### src/rtl/wbs_pkg.sv
`timescale 1ns/1ps
package wbs_pkg;
  localparam int NUM_WIN = 3;
  // index 0: fast flag, 1: middle flag, 2: slow flag
  localparam int WIN_POS      [NUM_WIN] = '{5, 4, 0};
  localparam int WIN_ON       [NUM_WIN] = '{0, 8, 24};
  localparam int WIN_IDLE_OFF [NUM_WIN] = '{8, 16, 48};
  localparam int WIN_EXT      [NUM_WIN] = '{8, 16, 24};
  localparam bit WIN_RESTART  [NUM_WIN] = '{1'b1, 1'b0, 1'b0};
endpackage

### src/rtl/wbs_rst_sync.sv
`timescale 1ns/1ps
module wbs_rst_sync (
  input  logic clk,
  input  logic rst_n,
  output logic rst_sync_n
);
  logic meta_q;

  always_ff @(posedge clk or negedge rst_n) begin
    if (!rst_n) begin
      meta_q     <= 1'b0;
      rst_sync_n <= 1'b0;
    end else begin
      meta_q     <= 1'b1;
      rst_sync_n <= meta_q;
    end
  end
endmodule

### src/rtl/wbs_tick.sv
`timescale 1ns/1ps
module wbs_tick #(
  parameter int TW = 16
) (
  input  logic          clk,
  input  logic          rst_n,
  output logic [TW-1:0] tick
);
  logic [TW-1:0] tick_d;

  always_comb begin
    tick_d = tick + TW'(1);
  end

  always_ff @(posedge clk or negedge rst_n) begin
    if (!rst_n) tick <= '0;
    else        tick <= tick_d;
  end
endmodule

### src/rtl/wbs_store_reg.sv
`timescale 1ns/1ps
module wbs_store_reg #(
  parameter int DW = 32
) (
  input  logic          clk,
  input  logic          rst_n,
  input  logic          we,
  input  logic [DW-1:0] wdata,
  output logic [DW-1:0] q
);
  always_ff @(posedge clk or negedge rst_n) begin
    if (!rst_n)  q <= '0;
    else if (we) q <= wdata;
  end
endmodule

### src/rtl/wbs_window.sv
`timescale 1ns/1ps
module wbs_window #(
  parameter int TW       = 16,
  parameter int ON_DLY   = 8,
  parameter int IDLE_OFF = 16,
  parameter int EXT      = 16,
  parameter bit RESTART  = 1'b0
) (
  input  logic          clk,
  input  logic          rst_n,
  input  logic [TW-1:0] now,
  input  logic          wr,
  output logic          shown
);
  localparam logic [TW-1:0] ON_C   = ON_DLY[TW-1:0];
  localparam logic [TW-1:0] IDLE_C = IDLE_OFF[TW-1:0];
  localparam logic [TW-1:0] EXT_C  = EXT[TW-1:0];

  logic [TW-1:0] on_q, off_q, on_d, off_d;
  logic [TW-1:0] d_on, d_off;
  logic          live_q, live_d;
  logic          reached, started, open_win, upd_en;

  always_comb begin
    // sign of the wrapping difference decides order
    d_on     = now - on_q;
    d_off    = now - off_q;
    started  = ~d_on[TW-1];
    reached  = ~d_off[TW-1];
    open_win = live_q & ~reached;
    shown    = open_win & started;

    on_d   = on_q;
    off_d  = off_q;
    live_d = live_q;
    upd_en = 1'b0;
    if (wr) begin
      upd_en = 1'b1;
      live_d = 1'b1;
      if (RESTART || !open_win) begin
        on_d  = now + ON_C;
        off_d = now + IDLE_C;
      end else begin
        off_d = off_q + EXT_C;
      end
    end else if (live_q && reached) begin
      upd_en = 1'b1;
      live_d = 1'b0;
    end
  end

  always_ff @(posedge clk or negedge rst_n) begin
    if (!rst_n) begin
      on_q   <= '0;
      off_q  <= '0;
      live_q <= 1'b0;
    end else if (upd_en) begin
      on_q   <= on_d;
      off_q  <= off_d;
      live_q <= live_d;
    end
  end
endmodule

### src/rtl/wrbusy_status.sv
`timescale 1ns/1ps
module wrbusy_status
  import wbs_pkg::*;
#(
  parameter int TW = 16,
  parameter int DW = 32
) (
  input  logic          clk,
  input  logic          rst_n,
  input  logic          bus_wr,
  input  logic          st_we,
  input  logic [DW-1:0] st_wdata,
  output logic [DW-1:0] st_rdata,
  output logic [TW-1:0] tick
);
  logic               rst_sync_n;
  logic [DW-1:0]      stored;
  logic [NUM_WIN-1:0] shown;

  wbs_rst_sync u_rst (
    .clk        (clk),
    .rst_n      (rst_n),
    .rst_sync_n (rst_sync_n)
  );

  wbs_tick #(.TW(TW)) u_tick (
    .clk   (clk),
    .rst_n (rst_sync_n),
    .tick  (tick)
  );

  wbs_store_reg #(.DW(DW)) u_store (
    .clk   (clk),
    .rst_n (rst_sync_n),
    .we    (st_we),
    .wdata (st_wdata),
    .q     (stored)
  );

  for (genvar g = 0; g < NUM_WIN; g++) begin : g_win
    wbs_window #(
      .TW       (TW),
      .ON_DLY   (WIN_ON[g]),
      .IDLE_OFF (WIN_IDLE_OFF[g]),
      .EXT      (WIN_EXT[g]),
      .RESTART  (WIN_RESTART[g])
    ) u_win (
      .clk   (clk),
      .rst_n (rst_sync_n),
      .now   (tick),
      .wr    (bus_wr),
      .shown (shown[g])
    );
  end

  always_comb begin
    st_rdata = stored;
    for (int i = 0; i < NUM_WIN; i++) st_rdata[WIN_POS[i]] = shown[i];
  end
endmodule

### config.mk
export PLATFORM = sky130hd
export DESIGN_NAME = wrbusy_status
export DESIGN_NICKNAME = d
export VERILOG_FILES = /design/src/rtl/wbs_pkg.sv /design/src/rtl/wbs_rst_sync.sv /design/src/rtl/wbs_tick.sv /design/src/rtl/wbs_store_reg.sv /design/src/rtl/wbs_window.sv /design/src/rtl/wrbusy_status.sv
export SDC_FILE = /design/constraint.sdc
export NUM_CORES = 1
export LEC_CHECK = 0
export CORE_MARGIN = 8
export CORE_UTILIZATION = 45
export CTS_CLUSTER_DIAMETER = 100
export DETAILED_ROUTE_END_ITERATION = 10
export PLACE_DENSITY = 0.65
export RECOVER_POWER = 25
export SYNTH_ARGS = -nofsm -noshare
export SYNTH_HDL_FRONTEND = slang
export SYNTH_SLANG_ARGS = --single-unit
export TNS_END_PERCENT = 50
### constraint.sdc
create_clock -name clk -period 7.81 [get_ports clk]
set_input_delay 1.9525 -clock clk [delete_from_list [all_inputs] [get_ports clk]]
set_output_delay 1.9525 -clock clk [all_outputs]
set_load 0.05 [all_outputs]
==> impl_metrics.json, run 1 <==
{
  "drive_above_1_share": 0.09724,
  "status": "complete, but fails checks",
  "final_antenna_net_count": 0,
  "diodes": 0,
  "area_delta_synth_final_pct": 18.38,
  "worst_hold_path_type": "flop to flop",
  "final-seq-area_um2": 3503,
  "nets": 1088,
  "p_leak_nw": 4.894,
  "arrival_ns": 4.21,
  "grt_start_max_net_pins": 77,
  "critPathRequiredTime_ns": 5.86,
  "die_y_um": 154.2,
  "internal_power_w": 0.001603,
  "worstSetupStartpointType": "flop",
  "antenna_found_initial": 0,
  "synth_xor_area_frac": 0.05805,
  "clock_path_buffers": 2,
  "post_cts_buffers": 0,
  "ctsHoldBuffers": 0,
  "setup_viol": 0,
  "dr.pass1.iters": 5,
  "cts_buffers": 17,
  "io_pins": 84,
  "clkLatencyLatePin_ns": 0.43,
  "crit_path_max_fanout": 17,
  "cp_top_family": "compound AO/OA/AOI/OAI gates",
  "hold_slack_ns": 0.3506,
  "yosysUniqueCellTypes": 50,
  "tns_ns": 0,
  "grt_use_total": 0.1775,
  "grt_pass1_vias": 6508,
  "syn_area_um2": 8599,
  "synth_ff_type": "dfrtp_1",
  "clock_sinks": 140,
  "synthTopCellsByArea": "dfrtp_1 (41%), ha_1 (13%), mux2_2 (5.9%), inv_1 (4.1%), mux2i_1 (4.0%)",
  "muxShareOfSynthArea": 0.09850,
  "clkTransAtPathRegs_ns": 0.07,
  "maxSlewHeadroom": -1.041,
  "fillCellCount": 1702,
  "period_minus_slack_ns": 6.158,
  "synth_fa_ha_area_frac": 0.1280,
  "dp.final_hpwl_um": 14430,
  "cts_resized": 0,
  "ir_drop_v": 0.0001746,
  "syn_area_per_cell_um2": 9.598,
  "gp_congestion": 0.7949,
  "dr.first_iter.drc_count": 386,
  "synthesis.nets": 1020,
  "synth_edf_count": 0,
  "path_class": "flop to output pin",
  "dieArea_um2": 23790,
  "synth-compound-area-share": 0.1250,
  "wl_um": 20310,
  "synth_cells": 896,
  "p_clk_frac": 0.331,
  "synth-simple-area-share": 0.1181,
  "final-max-slew-violation-count": 77,
  "worst_slew_pin_slew_ns": 3.061,
  "synth_top_family_by_area": "adder cells",
  "ys_ff_latch": 140,
  "core_um2": 18710,
  "die_w_um": 154.2,
  "clockRootBuffer": "clkbuf_16",
  "p_per_area_nw_per_um2": 243.5,
  "multi_input_area_um2": 4542,
  "detail_route.wl_per_cell_um": 16.77,
  "end_kind": "output pin",
  "yosysTopAreaCell": "dfrtp_1",
  "switching_share": 0.3535,
  "violations": "capacitance limit, slew limit",
  "comb_power_share": 0.294,
  "rsz0062_at_grt": "no",
  "fmax_mhz": 162.4,
  "worst-path-buf-inv": 1,
  "cap_violations": 1,
  "min_period_over_period": 0.7885,
  "htreeDepth": 4,
  "grt_first_pass_wirelength_um": 33960,
  "synth_warnings": 0,
  "critPathSlowestCell": "clkdlybuf4s50_1",
  "yosys-top-cells-count": "dfrtp_1 (140), inv_1 (94), ha_1 (88), nand2_1 (66), nor2_1 (62)",
  "power_frac_seq": 0.374,
  "finalClockSkew_ns": 0.008543,
  "start_util": 0.4597,
  "hold_viol_final": 0,
  "num_vias": 6482,
  "num_rows": 50,
  "drc": 0,
  "ys_seq_area_frac": 0.4074,
  "synth_top_area_share": 0.4074,
  "vias_per_cell": 5.353,
  "yosysMostFrequentCell": "dfrtp_1",
  "crit_chain": "ha_1 > a21o_1 > a221oi_1 > o211ai_1 > a211o_1 > o21a_1 > nor3b_1 > clkdlybuf4s50_1",
  "async_flop_share": 1.000,
  "cpPeakStageDelay_ns": 0.90,
  "io_buffer_count": 80,
  "overflow": 0,
  "power_switching_w": 0.0008763,
  "cts_tree": "built"
}
final timing paths:
kind                             startpoint                        to  slack, ns  depth (start not counted)
setup / recovery             u_tick.tick[7]               st_rdata[4]       1.65                          8
hold / removal                 u_rst.meta_q          u_rst.rst_sync_n       0.35                          0
setup reg to reg             u_tick.tick[3]  g_win[1].u_win.off_q[14]       3.74                         11
hold reg to reg                u_rst.meta_q          u_rst.rst_sync_n       0.35                          0
max in group asynchronous  u_rst.rst_sync_n   g_win[2].u_win.on_q[12]       4.37                          1
min in group asynchronous  u_rst.rst_sync_n    g_win[2].u_win.on_q[5]       1.30                          0
per-layer routing:
| metal | vias to the layer above | share of wire | track usage |
|---|---|---|---|
| met1 | 3098 | 0.48 | 0.2403 |
| met2 | 130 | 0.46 | 0.2816 |
| li1 | 3238 | - | - |
| met5 | - | 0 | 0 |
| met3 | 16 | 0.050 | 0.03511 |
| met4 | 0 | 0.012 | 0.05413 |
power groups by stage:
stage | Clock (W) | Sequential (W) | Combinational [W]
3_3_place_gp | 0 | 0.000938 | 0.000712
2_1_floorplan | 0 | 0.000977 | 0.000512
5_1_grt | 0.000877 | 0.000946 | 0.000813
4_1_cts | 0.000845 | 0.000928 | 0.000729
3_5_place_dp | 0 | 0.000941 | 0.000725
6_report | 0.000821 | 0.000928 | 0.000730
worst reg2reg max path, delay by kind of cell (launching register included):
| family | cells | cell delay [ns] |
|---|---|---|
| adder cells (fa/ha/maj) | 2 | 0.64 |
| flip-flops | 1 | 0.76 |
| AND/OR/NAND/NOR | 4 | 0.73 |
| multiplexers | 1 | 0.32 |
| AO/OA/AOI/OAI | 4 | 1.52 |
registers in the layout, indices dropped and copies added, names as in the netlist:
signal and flops:
g_win.u_win.live_q 3, g_win.u_win.off_q 45, g_win.u_win.on_q 45, u_rst.meta_q 1, u_rst.rst_sync_n 1, u_store.q 29, u_tick.tick 16
cell families after synthesis:
logic type                 after synthesis
buffers and inverters                  138
AOI/OAI and AO/OA                      173
other                                    1
adders and majority gates               88
xor gates and xnor gates                57
and+or+nand+nor                        220
DFF                                    140
muxes                                   79
placed cells by master (no fill, tap or decap), types with 5 or more instances in the layout:
| cell type | n |
|---|---|
| xor2_1 | 28 |
| and4_1 | 5 |
| nor3_1 | 21 |
| nand3_1 | 25 |
| o21ai_0 | 61 |
| nand2_1 | 66 |
| nand4_1 | 15 |
| buf_4 | 13 |
| ha_1 | 88 |
| o21a_1 | 5 |
| mux2i_1 | 34 |
| nor2_1 | 62 |
| and3_1 | 5 |
| a211oi_1 | 7 |
| mux2_2 | 45 |
| a21o_1 | 19 |
| a22oi_1 | 13 |
| dfrtp_1 | 140 |
| inv_1 | 94 |
| a31oi_1 | 7 |
| clkdlybuf4s50_1 | 79 |
| inv_8 | 6 |
| a21oi_1 | 32 |
| xnor2_1 | 29 |
| nand2b_1 | 5 |
| clkbuf_16 | 17 |
per-stage QoR:
step                      utilization  setup slack, ns  instance area, um2  instances  total power (W)
final                          0.5442            1.652               10180       1211         0.002479
after global routing           0.5442            1.572               10180       1211         0.002636
after CTS                      0.5444            1.652               10180       1211         0.002503
after detailed placement       0.5126            2.135                9588       1179         0.001667
after global placement         0.5126            2.173                9588       1179         0.001650
after floorplan                     -            3.067                8600        896         0.001489
area by class of cell:
type,count,area share
Multi-Input combinational cell,618,0.4462
Sequential cell,140,0.3441
Timing Repair Buffer,93,0.08776
Clock buffer,17,0.04179
Inverter,94,0.03466
Tap cell,234,0.02876
Clock inverter,15,0.01672
Power figures use the tool's default switching activity.
==> inputs of run 2 (changes only) <==
--- a/config.mk
+++ b/config.mk
@@ -9,7 +9,7 @@
 export CORE_UTILIZATION = 45
 export CTS_CLUSTER_DIAMETER = 100
 export DETAILED_ROUTE_END_ITERATION = 10
-export PLACE_DENSITY = 0.65
+export PLACE_DENSITY = 0.68
 export RECOVER_POWER = 25
 export SYNTH_ARGS = -nofsm -noshare
 export SYNTH_HDL_FRONTEND = slang
==> constraint.sdc (replaced) <==
create_clock -name clk -period 5.4 [get_ports clk]
set_input_delay 1.35 -clock clk [delete_from_list [all_inputs] [get_ports clk]]
set_output_delay 1.35 -clock clk [all_outputs]
set_load 0.05 [all_outputs]
==> impl_metrics.json, run 2 (same netlist as run 1, synthesis figures left out) <==
{
  "final_cells": 1226,
  "cpMostUsedCell": "a21o_1",
  "arrival_ns": 3.70,
  "multi_input_area_um2": 4542,
  "dr.pass1.iters": 5,
  "reg2regPathDepth": 13,
  "worstSetupStartpointType": "flop",
  "drive_above_1_share": 0.1099,
  "rsz0062_at_grt": "no",
  "core_um2": 18710,
  "grt_start_max_net_pins": 65,
  "crit_chain": "ha_1 > a21o_1 > a21o_1 > a221o_1 > a211o_1 > o21a_1 > nor3b_1 > clkdlybuf4s50_1",
  "critical_path.startpoint": "u_tick.tick[4]",
  "cp.depth": 8,
  "grt_first_pass_wirelength_um": 34660,
  "final-max-slew-violation-count": 48,
  "ctsHoldBuffers": 0,
  "violations": "capacitance limit, slew limit",
  "dp.final_hpwl_um": 15020,
  "htreeDepth": 4,
  "diodes": 0,
  "grtUsageMet2": 0.2885,
  "setup_viol": 0,
  "clkLatencyLatePin_ns": 0.43,
  "maxSlewHeadroom": -0.8266,
  "path_class": "flop to output pin",
  "clkTransAtPathRegs_ns": 0.06,
  "dieArea_um2": 23790,
  "min_period_over_period": 0.9348,
  "vias_per_cell": 5.422,
  "detail_route.wl_per_cell_um": 16.82,
  "tns_ns": 0,
  "fmax_mhz": 198.1,
  "busiest_layer": "met2",
  "min_path_cells": 0,
  "finalClockSkew_ns": 0.007657,
  "die_y_um": 154.2,
  "met1_usage": 0.2406,
  "grt_use_total": 0.1817,
  "area_delta_synth_final_pct": 19.85,
  "ir_drop_v": 0.0002587,
  "cts_tree": "built",
  "clock_path_buffers": 2,
  "grtUsageMet3": 0.04152,
  "antenna_found_initial": 0,
  "start_util": 0.4597,
  "cpPeakStageDelay_ns": 0.86,
  "holdPathEnd": "u_rst.rst_sync_n",
  "grt_pass1_vias": 6776,
  "status": "complete, but fails checks",
  "final-seq-area_um2": 3503,
  "cts_buffers": 17,
  "drc": 0,
  "io_pins": 84,
  "hold_viol_final": 0,
  "io_buffer_count": 80,
  "clockRootBuffer": "clkbuf_16",
  "critPathRequiredTime_ns": 4.05,
  "num_vias": 6647,
  "dr.first_iter.drc_count": 318,
  "num_rows": 50,
  "overflow": 0,
  "die_w_um": 154.2,
  "clock_sinks": 140,
  "critPathSlowestCell": "clkdlybuf4s50_1",
  "cp_top_family": "compound AO/OA/AOI/OAI gates",
  "reg2reg_slack_ns": 1.58,
  "timing.rr.start": "u_tick.tick[4]",
  "layout_common_cells": "dfrtp_1 (140), inv_1 (94), ha_1 (88), clkdlybuf4s50_1 (78), nand2_1 (66)",
  "nets": 1103,
  "hold_slack_ns": 0.3495,
  "fillCellCount": 1677,
  "min_from": "u_rst.meta_q",
  "cts_resized": 0,
  "finalPower_w": 0.003641,
  "end_kind": "output pin",
  "cap_violations": 1,
  "period_minus_slack_ns": 5.048,
  "dp.cells": 1194,
  "final_antenna_net_count": 0,
  "crit_path_max_fanout": 12,
  "final_common_cell": "dfrtp_1",
  "worst_hold_path_type": "flop to flop",
  "wl_um": 20620,
  "worst-path-buf-inv": 1,
  "post_cts_buffers": 0,
  "gp_congestion": 0.8373,
  "p_leak_nw": 4.967,
  "p_per_area_nw_per_um2": 353.3,
  "reg_top3": "g_win.u_win.off_q (45), g_win.u_win.on_q (45), u_store.q (29)",
  "rr_endpoint": "g_win[1].u_win.off_q[14]",
  "worst_slew_pin_slew_ns": 2.740
}
[run 2: cell count changes in the layout (fill, tap and decap cells not counted)]
| cell | delta |
|---|---|
| clkdlybuf4s50_1 | -1 |
| bufinv_16 | +2 |
| buf_4 | +14 |
| inv_8 | -6 |
| clkbuf_1 | +1 |
| clkinvlp_4 | +2 |
| clkinv_8 | -1 |
| dlygate4sd3_1 | +1 |
| inv_6 | +2 |
| clkinv_4 | +1 |
[run 2: stage by stage]
step	setup WS, ns	area [um2]	util
final	0.3523	10310	0.5510
after global routing	0.2005	10310	0.5510
after CTS	0.2918	10310	0.5514
after detailed placement	0.7713	9701	0.5186
after global placement	0.7989	9701	0.5186
after floorplan	1.211	8600	-
[run 2: layout make-up]
cell class	count	share of cell area
well taps	234	0.02841
clock inverters	15	0.01821
multi-input cells	618	0.4407
flip-flops and latches	140	0.3399
repair buffers	108	0.09724
inverters	94	0.03424
clock buffers	17	0.04128
[run 2: how the worst max path moves through the flow]
stage | slack, ns | endpoint
6_report | 0.35 | st_rdata[4]
5_1_grt | 0.20 | st_rdata[4]
4_1_cts | 0.29 | st_rdata[4]
3_5_place_dp | 0.77 | st_rdata[4]
3_3_place_gp | 0.80 | st_rdata[4]
2_1_floorplan | 1.21 | g_win[0].u_win.live_q
[run 2: layer usage]
metal	wire length, um	share of wire	up-vias
met5	0	0	-
met4	333	0.016	0
met3	1048	0.051	23
met2	9573	0.46	114
met1	9667	0.47	3247
li1	-	-	3263
[run 2: report_power, final]
| part | internal, W | leakage, nW | switching (W) |
|---|---|---|---|
| sequential | 0.00122 | 1.73 | 0.000115 |
| combinational | 0.000448 | 2.94 | 0.000627 |
| clock | 0.000736 | 0.292 | 0.000497 |
